[src/rtl/pit_pkg.sv]
package pit_pkg;
   typedef struct packed {
      logic [1:0] sel;
      logic [1:0] acc;
      logic [2:0] mode;
      logic       bcd;
   } ctrl_word_t;

   localparam logic [1:0] ACC_LATCH   = 2'b00;
   localparam logic [1:0] ACC_LOHI    = 2'b11;
   localparam logic [1:0] SEL_READBK  = 2'b11;
   localparam logic [2:0] MODE_TERMCT = 3'd0;
   localparam logic [2:0] MODE_RATE   = 3'd2;
   localparam logic [2:0] MODE_SQUARE = 3'd3;
endpackage

[src/rtl/pit_ctrl_decode.sv]
module pit_ctrl_decode
   import pit_pkg::*;
#(
   parameter int CHAN_SEL = 0
) (
   input  logic       clk,
   input  logic       rst_n,
   input  logic       ctrl_wr,
   input  logic [7:0] ctrl_byte,
   output logic       latch_cmd,
   output logic       periodic,
   output logic       cfg_err
);
   ctrl_word_t word;
   logic       hit, program_cmd, bad_cfg, readback;
   logic [2:0] mode_q;

   assign word        = ctrl_word_t'(ctrl_byte);
   assign hit         = ctrl_wr && (word.sel == 2'(CHAN_SEL));
   assign latch_cmd   = hit && (word.acc == ACC_LATCH);
   assign program_cmd = hit && (word.acc != ACC_LATCH);
   assign readback    = ctrl_wr && (word.sel == SEL_READBK);
   assign bad_cfg     = (word.acc != ACC_LOHI) || word.bcd ||
                        !((word.mode == MODE_TERMCT) || (word.mode == MODE_RATE) ||
                          (word.mode == MODE_SQUARE));
   assign periodic    = (mode_q == MODE_RATE) || (mode_q == MODE_SQUARE);

   always_ff @(posedge clk or negedge rst_n) begin
      if (!rst_n) begin
         mode_q  <= MODE_TERMCT;
         cfg_err <= 1'b0;
      end else if (program_cmd) begin
         mode_q  <= word.mode;
         cfg_err <= bad_cfg;
      end else if (readback) begin
         cfg_err <= 1'b1;
      end
   end

   assert_bcd_flagged_R10: assert property (@(posedge clk) disable iff (!rst_n)
      (ctrl_wr && word.sel == 2'(CHAN_SEL) && word.acc != ACC_LATCH && word.bcd) |=> cfg_err);
   assert_latch_keeps_err_R10: assert property (@(posedge clk) disable iff (!rst_n)
      (ctrl_wr && word.sel == 2'(CHAN_SEL) && word.acc == ACC_LATCH) |=> $stable(cfg_err));
endmodule

[src/rtl/pit_byte_seq.sv]
module pit_byte_seq #(
   parameter int BUS_W = 8,
   localparam int CNT_W = 2 * BUS_W
) (
   input  logic             clk,
   input  logic             rst_n,
   input  logic             data_wr,
   input  logic             data_rd,
   input  logic             latch_cmd,
   input  logic [CNT_W-1:0] live_cnt,
   output logic             wr_lo,
   output logic             wr_hi,
   output logic [BUS_W-1:0] rd_byte
);
   logic             rd_ptr, wr_ptr, latch_on;
   logic [CNT_W-1:0] latch_val, src;

   always_ff @(posedge clk or negedge rst_n) begin
      if (!rst_n) begin
         rd_ptr    <= 1'b0;
         wr_ptr    <= 1'b0;
         latch_on  <= 1'b0;
         latch_val <= '0;
      end else begin
         if (latch_cmd && !latch_on) begin
            latch_on  <= 1'b1;
            latch_val <= live_cnt;
            rd_ptr    <= 1'b0;
         end else if (data_rd) begin
            rd_ptr <= ~rd_ptr;
            if (rd_ptr) latch_on <= 1'b0;
         end
         if (data_wr) wr_ptr <= ~wr_ptr;
      end
   end

   assign wr_lo   = data_wr && !wr_ptr;
   assign wr_hi   = data_wr && wr_ptr;
   assign src     = latch_on ? latch_val : live_cnt;
   assign rd_byte = rd_ptr ? src[CNT_W-1:BUS_W] : src[BUS_W-1:0];

   assert_latch_frozen_R3: assert property (@(posedge clk) disable iff (!rst_n)
      (latch_on && !(data_rd && rd_ptr)) |=> (latch_on && $stable(latch_val)));
   assert_latch_release_R4: assert property (@(posedge clk) disable iff (!rst_n)
      (latch_on && data_rd && rd_ptr && !latch_cmd) |=> !latch_on);
endmodule

[src/rtl/pit_downcounter.sv]
module pit_downcounter #(
   parameter int BUS_W = 8,
   localparam int CNT_W = 2 * BUS_W
) (
   input  logic             clk,
   input  logic             rst_n,
   input  logic             wr_lo,
   input  logic             wr_hi,
   input  logic [BUS_W-1:0] wbyte,
   input  logic             tick_en,
   input  logic             periodic,
   output logic [CNT_W-1:0] cnt,
   output logic             out_q
);
   logic [CNT_W-1:0] period_q, loaded;
   logic             run;

   assign loaded = {wbyte, cnt[BUS_W-1:0]};

   always_ff @(posedge clk or negedge rst_n) begin
      if (!rst_n) begin
         cnt      <= '0;
         period_q <= '0;
         run      <= 1'b0;
         out_q    <= 1'b0;
      end else if (wr_lo) begin
         cnt[BUS_W-1:0] <= wbyte;
         run            <= 1'b0;
         out_q          <= 1'b0;
      end else if (wr_hi) begin
         cnt      <= loaded;
         period_q <= loaded;
         run      <= (loaded != '0);
      end else if (run && tick_en) begin
         if (cnt == CNT_W'(1)) begin
            if (periodic) begin
               cnt <= period_q;
            end else begin
               cnt   <= '0;
               run   <= 1'b0;
               out_q <= 1'b1;
            end
         end else begin
            cnt <= cnt - 1'b1;
         end
      end
   end

   assert_lo_write_drops_out_R5: assert property (@(posedge clk) disable iff (!rst_n)
      wr_lo |=> (!out_q && !run));
   assert_out_sticky_R8: assert property (@(posedge clk) disable iff (!rst_n)
      (out_q && !wr_lo) |=> out_q);
   assert_single_step_R7: assert property (@(posedge clk) disable iff (!rst_n)
      (run && tick_en && !wr_lo && !wr_hi && cnt > CNT_W'(1)) |=> (cnt == $past(cnt) - 1'b1));
   assert_idle_hold_R7: assert property (@(posedge clk) disable iff (!rst_n)
      (!tick_en && !wr_lo && !wr_hi) |=> $stable(cnt));
   assert_reload_low_R9: assert property (@(posedge clk) disable iff (!rst_n)
      (run && tick_en && periodic && !wr_lo && !wr_hi && cnt == CNT_W'(1)) |=> (!out_q && cnt == period_q));
endmodule

[src/rtl/pit_channel.sv]
module pit_channel #(
   parameter int BUS_W    = 8,
   parameter int CHAN_SEL = 0
) (
   input  logic             clk,
   input  logic             rst_n,
   input  logic             tick_en,
   input  logic             wr_en,
   input  logic             rd_en,
   input  logic             ctrl_sel,
   input  logic [BUS_W-1:0] wdata,
   output logic [BUS_W-1:0] rdata,
   output logic             out_q,
   output logic             cfg_err
);
   localparam int CNT_W = 2 * BUS_W;

   generate
      if (BUS_W < 8) begin : g_bad_bus
         $error("pit_channel: BUS_W must be at least 8");
      end
      if (CHAN_SEL < 0 || CHAN_SEL > 2) begin : g_bad_sel
         $error("pit_channel: CHAN_SEL must be 0, 1 or 2");
      end
   endgenerate

   logic             latch_cmd, periodic, wr_lo, wr_hi;
   logic [CNT_W-1:0] live_cnt;
   logic [BUS_W-1:0] rd_byte;

   pit_ctrl_decode #(.CHAN_SEL(CHAN_SEL)) u_decode (
      .clk       (clk),
      .rst_n     (rst_n),
      .ctrl_wr   (wr_en && ctrl_sel),
      .ctrl_byte (wdata[7:0]),
      .latch_cmd (latch_cmd),
      .periodic  (periodic),
      .cfg_err   (cfg_err)
   );

   pit_byte_seq #(.BUS_W(BUS_W)) u_seq (
      .clk       (clk),
      .rst_n     (rst_n),
      .data_wr   (wr_en && !ctrl_sel),
      .data_rd   (rd_en && !ctrl_sel),
      .latch_cmd (latch_cmd),
      .live_cnt  (live_cnt),
      .wr_lo     (wr_lo),
      .wr_hi     (wr_hi),
      .rd_byte   (rd_byte)
   );

   pit_downcounter #(.BUS_W(BUS_W)) u_cnt (
      .clk      (clk),
      .rst_n    (rst_n),
      .wr_lo    (wr_lo),
      .wr_hi    (wr_hi),
      .wbyte    (wdata),
      .tick_en  (tick_en),
      .periodic (periodic),
      .cnt      (live_cnt),
      .out_q    (out_q)
   );

   assign rdata = ctrl_sel ? '0 : rd_byte;
endmodule

[config.mk]
export PLATFORM = sky130hd
export DESIGN_NAME = pit_channel
export DESIGN_NICKNAME = d
export VERILOG_FILES = /design/src/rtl/pit_pkg.sv /design/src/rtl/pit_ctrl_decode.sv /design/src/rtl/pit_byte_seq.sv /design/src/rtl/pit_downcounter.sv /design/src/rtl/pit_channel.sv
export SDC_FILE = /design/constraint.sdc
export NUM_CORES = 1
export LEC_CHECK = 0
export ABC_AREA = 1
export BUFFER_PORTS_ARGS = -buffer_cell sky130_fd_sc_hd__buf_4
export CAP_MARGIN = 20
export CORE_MARGIN = 3
export CORE_UTILIZATION = 45
export DETAILED_ROUTE_END_ITERATION = 8
export PLACE_DENSITY_LB_ADDON = 0.2
export SLEW_MARGIN = 20
export SYNTH_ARGS = -nofsm -noshare
export SYNTH_HDL_FRONTEND = slang
export SYNTH_HIERARCHICAL = 1
export SYNTH_SLANG_ARGS = --single-unit
[constraint.sdc]
create_clock -name clk -period 2.3 [get_ports clk]
set_clock_uncertainty 0.2 [all_clocks]
set_input_delay 0.345 -clock clk [delete_from_list [all_inputs] [get_ports clk]]
set_output_delay 0.345 -clock clk [all_outputs]
set_load 0.05 [all_outputs]
### Yosys cells after proc, flatten, opt, wreduce, memory -nomap -nowiden

Index checks and enable logic that the tools add are counted.
W data, S select, Z words.

| operators by class | value |
|---|---|
| $add $sub $neg | 1 |
| equal/unequal tests | 10 |
| multiplexer cells | 25 |
| bitwise gates (word level) | 3 |
| reductions and logical operators | 39 |

Operator list:

| operator | number |
|---|---|
| $mux W16 | 5 |
| $mux W8 | 3 |
| $mux W1 | 17 |
| $eq A16 B1 Y1 const B | 1 |
| $reduce_bool A16 Y1 | 1 |
| $sub A16 B1 Y16 const B | 1 |
| $reduce_bool A2 Y1 | 7 |
| $eq A3 B2 Y1 const B | 4 |
| $logic_and A1 B1 Y1 | 11 |
| $reduce_and A2 Y1 | 4 |
| $reduce_bool A3 Y1 | 2 |
| $logic_or A1 B1 Y1 | 5 |
| $logic_not A1 Y1 | 4 |
| $logic_not A2 Y1 | 2 |
| $ne A2 B1 Y1 const B | 2 |
| $reduce_and A4 Y1 | 1 |
| $logic_not A3 Y1 | 1 |
| $ne A3 B1 Y1 const B | 1 |
| $not A1 Y1 | 3 |
| $reduce_and A3 Y1 | 1 |
| $eq A2 B2 Y1 const B | 1 |
| $ne A2 B2 Y1 const B | 1 |

| word-level totals | value |
|---|---|
| register bits after elaboration | 57 |
| input port bits | 14 |
| output and inout port bits | 10 |
| word-level logic and storage cells | 89 |

### Longest topological paths before layout

Gate-level depths: netlist of the first run.

| depth | value |
|---|---|
| depth after elaboration | 7 |
| mapped depth | 11 |
| mapped depth without buffers | 11 |

### Modules after synthesis

Netlist of the first run, hierarchy kept.

Modules (own cells, without submodules):

| module | instances | cells an instance | area each (um^2) | sequential area each (um^2) |
|---|---|---|---|---|
| pit_downcounter | 1 | 310 | 2155.8 | 850.8 |
| pit_byte_seq | 1 | 160 | 1198.6 | 475.5 |
| pit_ctrl_decode | 1 | 31 | 207.7 | 75.1 |
| pit_channel | 1 | 23 | 93.8 | 0.0 |

### Worst setup path before layout of the first run

Ideal clock, no wire load.

| timing | value |
|---|---|
| path type | flip-flop to output port |
| from | register u_seq.latch_on |
| to | output port rdata[5] |
| arrival | 1.504 ns |
| data required time | 1.755 ns |
| setup slack | 0.251 ns |
| stages on the path, launching flop included | 8 |
| path buffers | 2 |
| cell sequence | dfrtp_1 > buf_6 > buf_4 > nand2_1 > nand3_1 > nand2_1 > inv_1 > nor2_1 |

| between the ends | value |
|---|---|
| word-level cells in the longest chain between the ends | 3 |

RTL lines:

| element | line | RTL |
|---|---|---|
| start: declaration | pit_byte_seq.sv:15 | `logic rd_ptr, wr_ptr, latch_on;` |
| start signal: assignment | pit_byte_seq.sv:22 | `latch_on <= 1'b0;` |
| start signal: assignment | pit_byte_seq.sv:26 | `latch_on <= 1'b1;` |
| start signal: assignment | pit_byte_seq.sv:31 | `if (rd_ptr) latch_on <= 1'b0;` |
| $mux W16 | pit_byte_seq.sv:39 | `assign src = latch_on ? latch_val : live_cnt;` |
| $mux W8 | pit_byte_seq.sv:40 | `assign rd_byte = rd_ptr ? src[CNT_W-1:BUS_W] : src[BUS_W-1:0];` |
| named net rd_byte[5] | pit_channel.sv:29 | `logic [BUS_W-1:0] rd_byte;` |
| $mux W8 | pit_channel.sv:65 | `assign rdata = ctrl_sel ? '0 : rd_byte;` |
| end: declaration | pit_channel.sv:12 | `output logic [BUS_W-1:0] rdata,` |

The timed path passes the listed nets, and every way through them passes these cells.

### Worst setup path in the final report of the first run

| timing | value |
|---|---|
| from | register u_seq.latch_on |
| to | output port rdata[0] |

The elaborated chain is that of the path after synthesis.

==> metrics.log, run 1 <==
[metrics] number of synthesized register bits: 56
[metrics] DIE HEIGHT: 96.1 um
[metrics] result of the run: complete, no violations
[metrics] WL/cell: 13.8 um
[metrics] clock tree from TritonCTS: built
[metrics] Hold Path Cell Cnt: 3
[metrics] I/O Buffers: 23
[metrics] final critical-path share of the clock period: 93.6%
[metrics] post-synthesis cell count: 524
[metrics] Num CTS Buffers: 5
[metrics] most frequent cells in the layout: sky130_fd_sc_hd__nand2_1, sky130_fd_sc_hd__inv_1, sky130_fd_sc_hd__dfrtp_1
[metrics] worst hold endpoint: u_decode/mode_q[2]
[metrics] total of warnings raised by yosys: 6
[metrics] buffer depth of the longest clock path: 2
[metrics] count of flip-flops with a built-in enable after synthesis: 0
[metrics] endpoint kind of the worst setup timing path: primary output
[metrics] worst setup margin: 0.147 ns
[metrics] Antenna Cells: 0
[metrics] final estimated routing congestion in global placement: 0.938
[metrics] capture point of the worst reg-to-reg path: u_cnt/cnt[6]
[metrics] Mapped Area: 3660 sq um
[metrics] count of max-cap constraint violations: 0
[metrics] worst hold start: wdata[3]
[metrics] first-pass GRT wire length: 15.2 mm
[metrics] transition time at the pin with the least slew margin: 0.717 ns
[metrics] register-to-register path setup slack: 0.29 ns
[metrics] Synthesized Nets: 541
[metrics] critical path startpoint: u_seq/latch_on
[metrics] Avg Cell Area, Syn: 6.98 sq um
[metrics] H-tree level count: 2
[metrics] Placement Rows: 32
[metrics] total via count in the routed design: 3225
[metrics] Max Fanout on Critical Path: 11
[metrics] clk root buf: sky130_fd_sc_hd__clkbuf_8
[metrics] setup repair after global routing missed its margin: no
[metrics] maximum number of pins on one net before global-route repair: 57
[metrics] kind of critical path: reg2out
[metrics] full die area: 9240 sq um
[metrics] standby leakage power: 2.16 nW
[metrics] grt total ovfl: 0
[metrics] post-synthesis to final-layout area growth: 9.58%
[metrics] Peak Freq: 464 MHz
[metrics] summed negative setup slack over all endpoints: 0 ns
[metrics] final count of negative-setup-slack endpoints: 0
[metrics] worst slew margin relative to its limit: 52.2%
[metrics] clock-pin slew on the worst setup and hold paths: 0.11 ns
[metrics] predominant post-synthesis flop cell: sky130_fd_sc_hd__dfrtp_1
[metrics] final hold viol count: 0
[metrics] largest voltage drop on the vdd net: 0.000426 V
[metrics] leading cell type in the layout, fill and taps excluded: sky130_fd_sc_hd__nand2_1
[metrics] number of design-rule violations left by the first detailed-router iteration: 296
[metrics] Die Span X: 96.1 um
[metrics] share of synthesized area occupied by flip-flops and latches: 38.3%
[metrics] layout cells sized above 1: 15.5%
[metrics] routed wire length: 8.96 mm
[metrics] clock latency at the later pin of the worst-skew pair: 0.31 ns
[metrics] data required time at the worst endpoint: 1.75 ns
[metrics] Initial Util: 46.8%
[metrics] share of flip-flops with an asynchronous set or reset after synthesis: 100%
[metrics] type of element launching the critical path: flip-flop
[metrics] number of nets with antenna violations after detailed routing: 0
[metrics] number of clock sinks: 56
[metrics] IO Pins: 24
[metrics] signal arrival time at the worst endpoint: 1.61 ns
[metrics] gr usage total: 21.2%
[metrics] kind of path behind the tightest hold check: in2reg
[metrics] detail-routed via count per cell: 4.95
[metrics] r2r worst-path depth: 7
[metrics] number of global-route vias before repair: 3118
[metrics] fillcell total: 769
[metrics] area of the core: 7810 sq um
[metrics] final net count: 565
[metrics] post-detailed-route DRC marker count: 0
[metrics] total count of max-transition violations in the final report: 0
[metrics] detailed placement HPWL: 6.64 mm
[metrics] distinct cell type count of the synthesized netlist: 36
[metrics] worst reg2reg path startpoint: u_cnt/cnt[0]
[metrics] Pwr per Cell Area: 1120 nW/um^2
[metrics] detailed-routing iteration count for the pre-antenna-repair pass: 5
[metrics] Setup Slack @ Placement: 0.242 ns
[metrics] min cycle time layout: 2.15 ns
[metrics] number of antenna violations at the first check in global routing: 0
cells in the mapped netlist, types with 6 or more instances:
| library cell | instances | area, sq um |
|---|---|---|
| sky130_fd_sc_hd__a22oi_1 | 7 | 52.6 |
| sky130_fd_sc_hd__dfrtp_1 | 56 | 1400 |
| sky130_fd_sc_hd__xor2_1 | 7 | 61.3 |
| sky130_fd_sc_hd__o21ai_2 | 17 | 149 |
| sky130_fd_sc_hd__nand2_2 | 6 | 37.5 |
| sky130_fd_sc_hd__o21ai_0 | 13 | 65.1 |
| sky130_fd_sc_hd__nor2_4 | 8 | 90.1 |
| sky130_fd_sc_hd__nand2_1 | 196 | 736 |
| sky130_fd_sc_hd__nor2_1 | 46 | 173 |
| sky130_fd_sc_hd__inv_1 | 78 | 293 |
| sky130_fd_sc_hd__nand3_1 | 46 | 230 |
worst max-delay path by stage:
stage	endpoint	cells past startpoint
5_1_grt	rdata[3]	7
4_1_cts	rdata[0]	7
2_1_floorplan	rdata[5]	7
3_3_place_gp	u_cnt/out_q	11
3_5_place_dp	u_cnt/cnt[15]	9
6_report	rdata[0]	7
kinds of logic (layout without fill, tap and decap cells):
kind of cell               after synthesis  after routing  synth area share, %
and+or+nand+nor                        316            316                 38.2
buffers and inverters                   97            122                 12.3
AOI/OAI and AO/OA                       45             45                 8.49
xor gates and xnor gates                 7              7                 1.68
adders and majority gates                3              3                 1.03
DFF                                     56             56                 38.3
worst max-delay path: stages (launching register included):
cell and delay [ns]:
sky130_fd_sc_hd__dfrtp_2 0.48, sky130_fd_sc_hd__buf_4 0.20, sky130_fd_sc_hd__nand2_1 0.07, sky130_fd_sc_hd__nand3_1 0.09
sky130_fd_sc_hd__nand2_1 0.09, sky130_fd_sc_hd__inv_1 0.04, sky130_fd_sc_hd__nor2_1 0.11, sky130_fd_sc_hd__buf_4 0.21
cell type report:
type	instances	area [sq um]	share of cell area, %
multi-input cells	371	1810	45.1
flip-flops and latches	56	1400	35.0
inverters	82	317	7.90
repair buffers	32	243	6.06
well taps	102	128	3.19
clock buffers	5	68.8	1.72
clock inverters	3	42.5	1.06
power by group:
part / internal [mW] / switching (mW) / total (mW)
Combinational: 0.726 / 1.40 / 2.12
Clock: 0.323 / 0.324 / 0.647
Sequential: 1.34 / 0.372 / 1.71
sequential cells by signal, indices dropped and copies added (netlist names):
signal / cells
u_cnt/cnt: 16
u_cnt/period_q: 16
u_seq/latch_val: 16
u_decode/mode_q: 2
u_cnt/out_q: 1
u_cnt/run: 1
u_decode/cfg_err: 1
u_seq/latch_on: 1
u_seq/rd_ptr: 1
u_seq/wr_ptr: 1
through the flow:
step / hold WS [ns] / utilization (%) / power [mW] / std cells / area [sq um]
global placement: 0.254 / 49.6 / 3.78 / 640 / 3870
CTS: 0.0896 / 51.1 / 4.49 / 649 / 3990
floorplan: -0.151 / - / 3.26 / 524 / 3660
finish: 0.0963 / 51.3 / 4.48 / 651 / 4010
global route: 0.0922 / 51.3 / 4.89 / 651 / 4010
detailed placement: 0.258 / 49.6 / 3.82 / 640 / 3870
per-layer routing:
layer / GRT usage (%) / wire [um] / vias up
li1: - / - / 1648
met3: 2.81 / 442 / 20
met1: 29.0 / 4170 / 1440
met4: 7.70 / 214 / 0
met5: 0 / 0 / -
met2: 34.3 / 4120 / 117
what timing repair did:
item | CTS | global route
setup endpoints to repair | 0 | 7
hold endpoints to repair | 56 | 0
setup buffers | 0 | 2
hold buffers | 1 | 0
resized for setup | 0 | 2
No activity file was read; power rests on OpenSTA's default activity.
==> run 2, diff against run 1 <==
- CELL_PAD_IN_SITES_DETAIL_PLACEMENT: not set -> 1
- CELL_PAD_IN_SITES_GLOBAL_PLACEMENT: not set -> 2
- CORE_UTILIZATION: 45 -> 35
==> metrics.log, run 2 (synthesis results as in run 1) <==
[metrics] result of the run: complete, no violations
[metrics] Num CTS Buffers: 5 (unchanged)
[metrics] final count of negative-setup-slack endpoints: 0 (unchanged)
[metrics] Cell Count Post-Placement: 672 (+5.0%)
[metrics] clock-pin slew on the worst setup and hold paths: 0.11 ns (about the same)
[metrics] register-to-register path setup slack: 0.26 ns (-0.03 ns)
[metrics] final core utilization: 40.5% (-11 points)
[metrics] final net count: 565 (unchanged)
[metrics] kind of path behind the tightest hold check: in2reg
[metrics] r2r worst-path depth: 11 (+4)
[metrics] data required time at the worst endpoint: 1.75 ns (about the same)
[metrics] Pwr per Cell Area: 1110 nW/um^2 (-0.78%)
[metrics] number of design-rule violations left by the first detailed-router iteration: 148 (-50%)
[metrics] final critical-path share of the clock period: 93.2% (-0.44 points)
[metrics] Slowest Stage Delay on Critical Path: 0.49 ns (about the same)
[metrics] fillcell total: 1303 (+69%)
[metrics] buffer depth of the longest clock path: 2 (unchanged)
[metrics] standby leakage power: 2.15 nW (-0.44%)
[metrics] detailed placement HPWL: 7.97 mm (+20%)
[metrics] number of global-route vias before repair: 3423 (+9.8%)
[metrics] DIE HEIGHT: 108 um (+13%)
[metrics] routed length on met2: 5.15 mm (+25%)
[metrics] slowest cell on the critical path: sky130_fd_sc_hd__dfrtp_2
[metrics] grt total ovfl: 0 (unchanged)
[metrics] WL/cell: 15.6 um (+13%)
[metrics] routed wire length: 10.6 mm (+19%)
[metrics] I/O Buffers: 23 (unchanged)
[metrics] capture point of the worst reg-to-reg path: u_cnt/cnt[9]
[metrics] transition time at the pin with the least slew margin: 0.755 ns (+0.0384 ns)
[metrics] clock tree from TritonCTS: built
[metrics] kind of critical path: reg2out
[metrics] Min Hold Slack: 0.102 ns (+0.00554 ns)
[metrics] first-pass GRT wire length: 17.9 mm (+18%)
[metrics] critical path, cell by cell: buf_4 -> nand2_1 -> nand3_1 -> nand2_1 -> inv_1 -> nor2_1 -> buf_4
[metrics] termination of the worst setup path: rdata[1]
[metrics] gr usage total: 19.6% (-1.6 points)
[metrics] maximum number of pins on one net before global-route repair: 57 (unchanged)
[metrics] Met1 Wirelength: 5.00 mm (+20%)
[metrics] Max Fanout on Critical Path: 10 (-1)
[metrics] post-detailed-route DRC marker count: 0 (unchanged)
[metrics] leading cell type in the layout, fill and taps excluded: sky130_fd_sc_hd__nand2_1
[metrics] setup repair after global routing missed its margin: no
[metrics] area of the core: 9950 sq um (+28%)
[metrics] total count of max-transition violations in the final report: 0 (unchanged)
[metrics] number of clock sinks: 56 (unchanged)
[metrics] final instance count without filler cells: 682 (+4.8%)
[metrics] final hold viol count: 0 (unchanged)
[metrics] IO Pins: 24 (unchanged)
[metrics] highest metal layer used by the detailed router: met4
[metrics] final estimated routing congestion in global placement: 0.820 (-13%)
[metrics] clk root buf: sky130_fd_sc_hd__clkbuf_8
[metrics] min cycle time layout: 2.14 ns (-0.0101 ns)
[metrics] worst slew margin relative to its limit: 49.6% (-2.6 points)
[metrics] detail-routed via count per cell: 4.83 (-2.4%)
[metrics] H-tree level count: 2 (unchanged)
[metrics] Placement Rows: 36 (+13%)
[metrics] Largest regs: u_cnt/cnt (16), u_cnt/period_q (16), u_seq/latch_val (16)
[metrics] layout cells sized above 1: 15.3% (-0.18 points)
[metrics] critical path startpoint: u_seq/latch_on
[metrics] most frequent cells in the layout: sky130_fd_sc_hd__nand2_1, sky130_fd_sc_hd__inv_1, sky130_fd_sc_hd__dfrtp_1
[metrics] Die Span X: 108 um (+13%)
[metrics] number of antenna violations at the first check in global routing: 0 (unchanged)
[metrics] post-synthesis to final-layout area growth: 10.2%
[metrics] clock latency at the later pin of the worst-skew pair: 0.31 ns (about the same)
[metrics] signal arrival time at the worst endpoint: 1.60 ns (about the same)
[metrics] type of element launching the critical path: flip-flop
[metrics] Initial Util: 36.7% (-10 points)
[metrics] endpoint kind of the worst setup timing path: primary output
[metrics] summed negative setup slack over all endpoints: 0 ns (unchanged)
[metrics] worst reg2reg path startpoint: u_cnt/cnt[1]
[metrics] full die area: 11700 sq um (+27%)
[metrics] Met3 Routed Length: 299 um (-32%)
[metrics] Antenna Cells: 0 (unchanged)
[metrics] detailed-routing iteration count for the pre-antenna-repair pass: 4 (-1)
[metrics] largest voltage drop on the vdd net: 0.000386 V (-9.5%)
[metrics] total via count in the routed design: 3297 (+2.2%)
[metrics] count of max-cap constraint violations: 0 (unchanged)
[metrics] number of nets with antenna violations after detailed routing: 0 (unchanged)
[metrics] Peak Freq: 467 MHz (+0.47%)
==> run 2: how the worst min path moves through the flow <==
stage | from | to | slack [ns] | cells past startpoint
final | wdata[3] | u_decode/mode_q[2] | 0.10 | 3
after global routing | wdata[3] | u_decode/mode_q[2] | 0.12 | 3
after CTS | wdata[3] | u_decode/mode_q[2] | 0.1 | 3
after floorplan | rst_n | u_cnt/cnt[0] | -0.15 | 0
after global placement | u_cnt/period_q[12] | u_cnt/period_q[12] | 0.25 | 2
after detailed placement | u_cnt/period_q[14] | u_cnt/period_q[14] | 0.27 | 2
==> run 2: routing by layer <==
metal | vias up | track usage (%)
li1 | 1653 | -
met1 | 1590 | 26.4
met5 | - | 0
met3 | 8 | 2.27
met2 | 46 | 33.4
met4 | 0 | 5.05
==> run 2: layout make-up <==
| cell class | count | area, sq um | area share (%) |
|---|---|---|---|
| clock buffers | 7 | 86.3 | 2.14 |
| clock inverters | 1 | 7.51 | 0.186 |
| inverters | 82 | 317 | 7.86 |
| multi-input cells | 371 | 1810 | 44.8 |
| flip-flops and latches | 56 | 1400 | 34.8 |
| well taps | 133 | 166 | 4.13 |
| repair buffers | 32 | 243 | 6.03 |
==> run 2: power by group <==
group | total, mW | switching, mW | internal, mW
Combinational | 2.17 | 1.44 | 0.727
Clock | 0.576 | 0.330 | 0.246
Sequential | 1.72 | 0.386 | 1.34
Total | 4.47 | 2.16 | 2.31
==> run 2: critical path, delay by kind of cell (launching register included) <==
family | cells | cell delay [ns]
flops | 1 | 0.49
buf+inv | 3 | 0.44
simple gates | 4 | 0.36
==> run 2: metrics by stage <==
step                      instance area, sq um  worst slack, ns  total power [mW]
after global routing                      4030           0.0362              4.93
after floorplan                           3660            0.251              3.26
after detailed placement                  3920            0.211              3.91
after CTS                                 4020           0.0246              4.53
final                                     4030            0.157              4.47
after global placement                    3920            0.238              3.87
==> run 2: what timing repair did <==
action | CTS | global route
hold buffers | 1 | 0
buffers inserted | 0 | 1
pin swaps | 0 | 0
gates resized for setup | 1 | 1
endpoints found under the setup margin | 6 | 8
hold endpoints to repair | 56 | 0
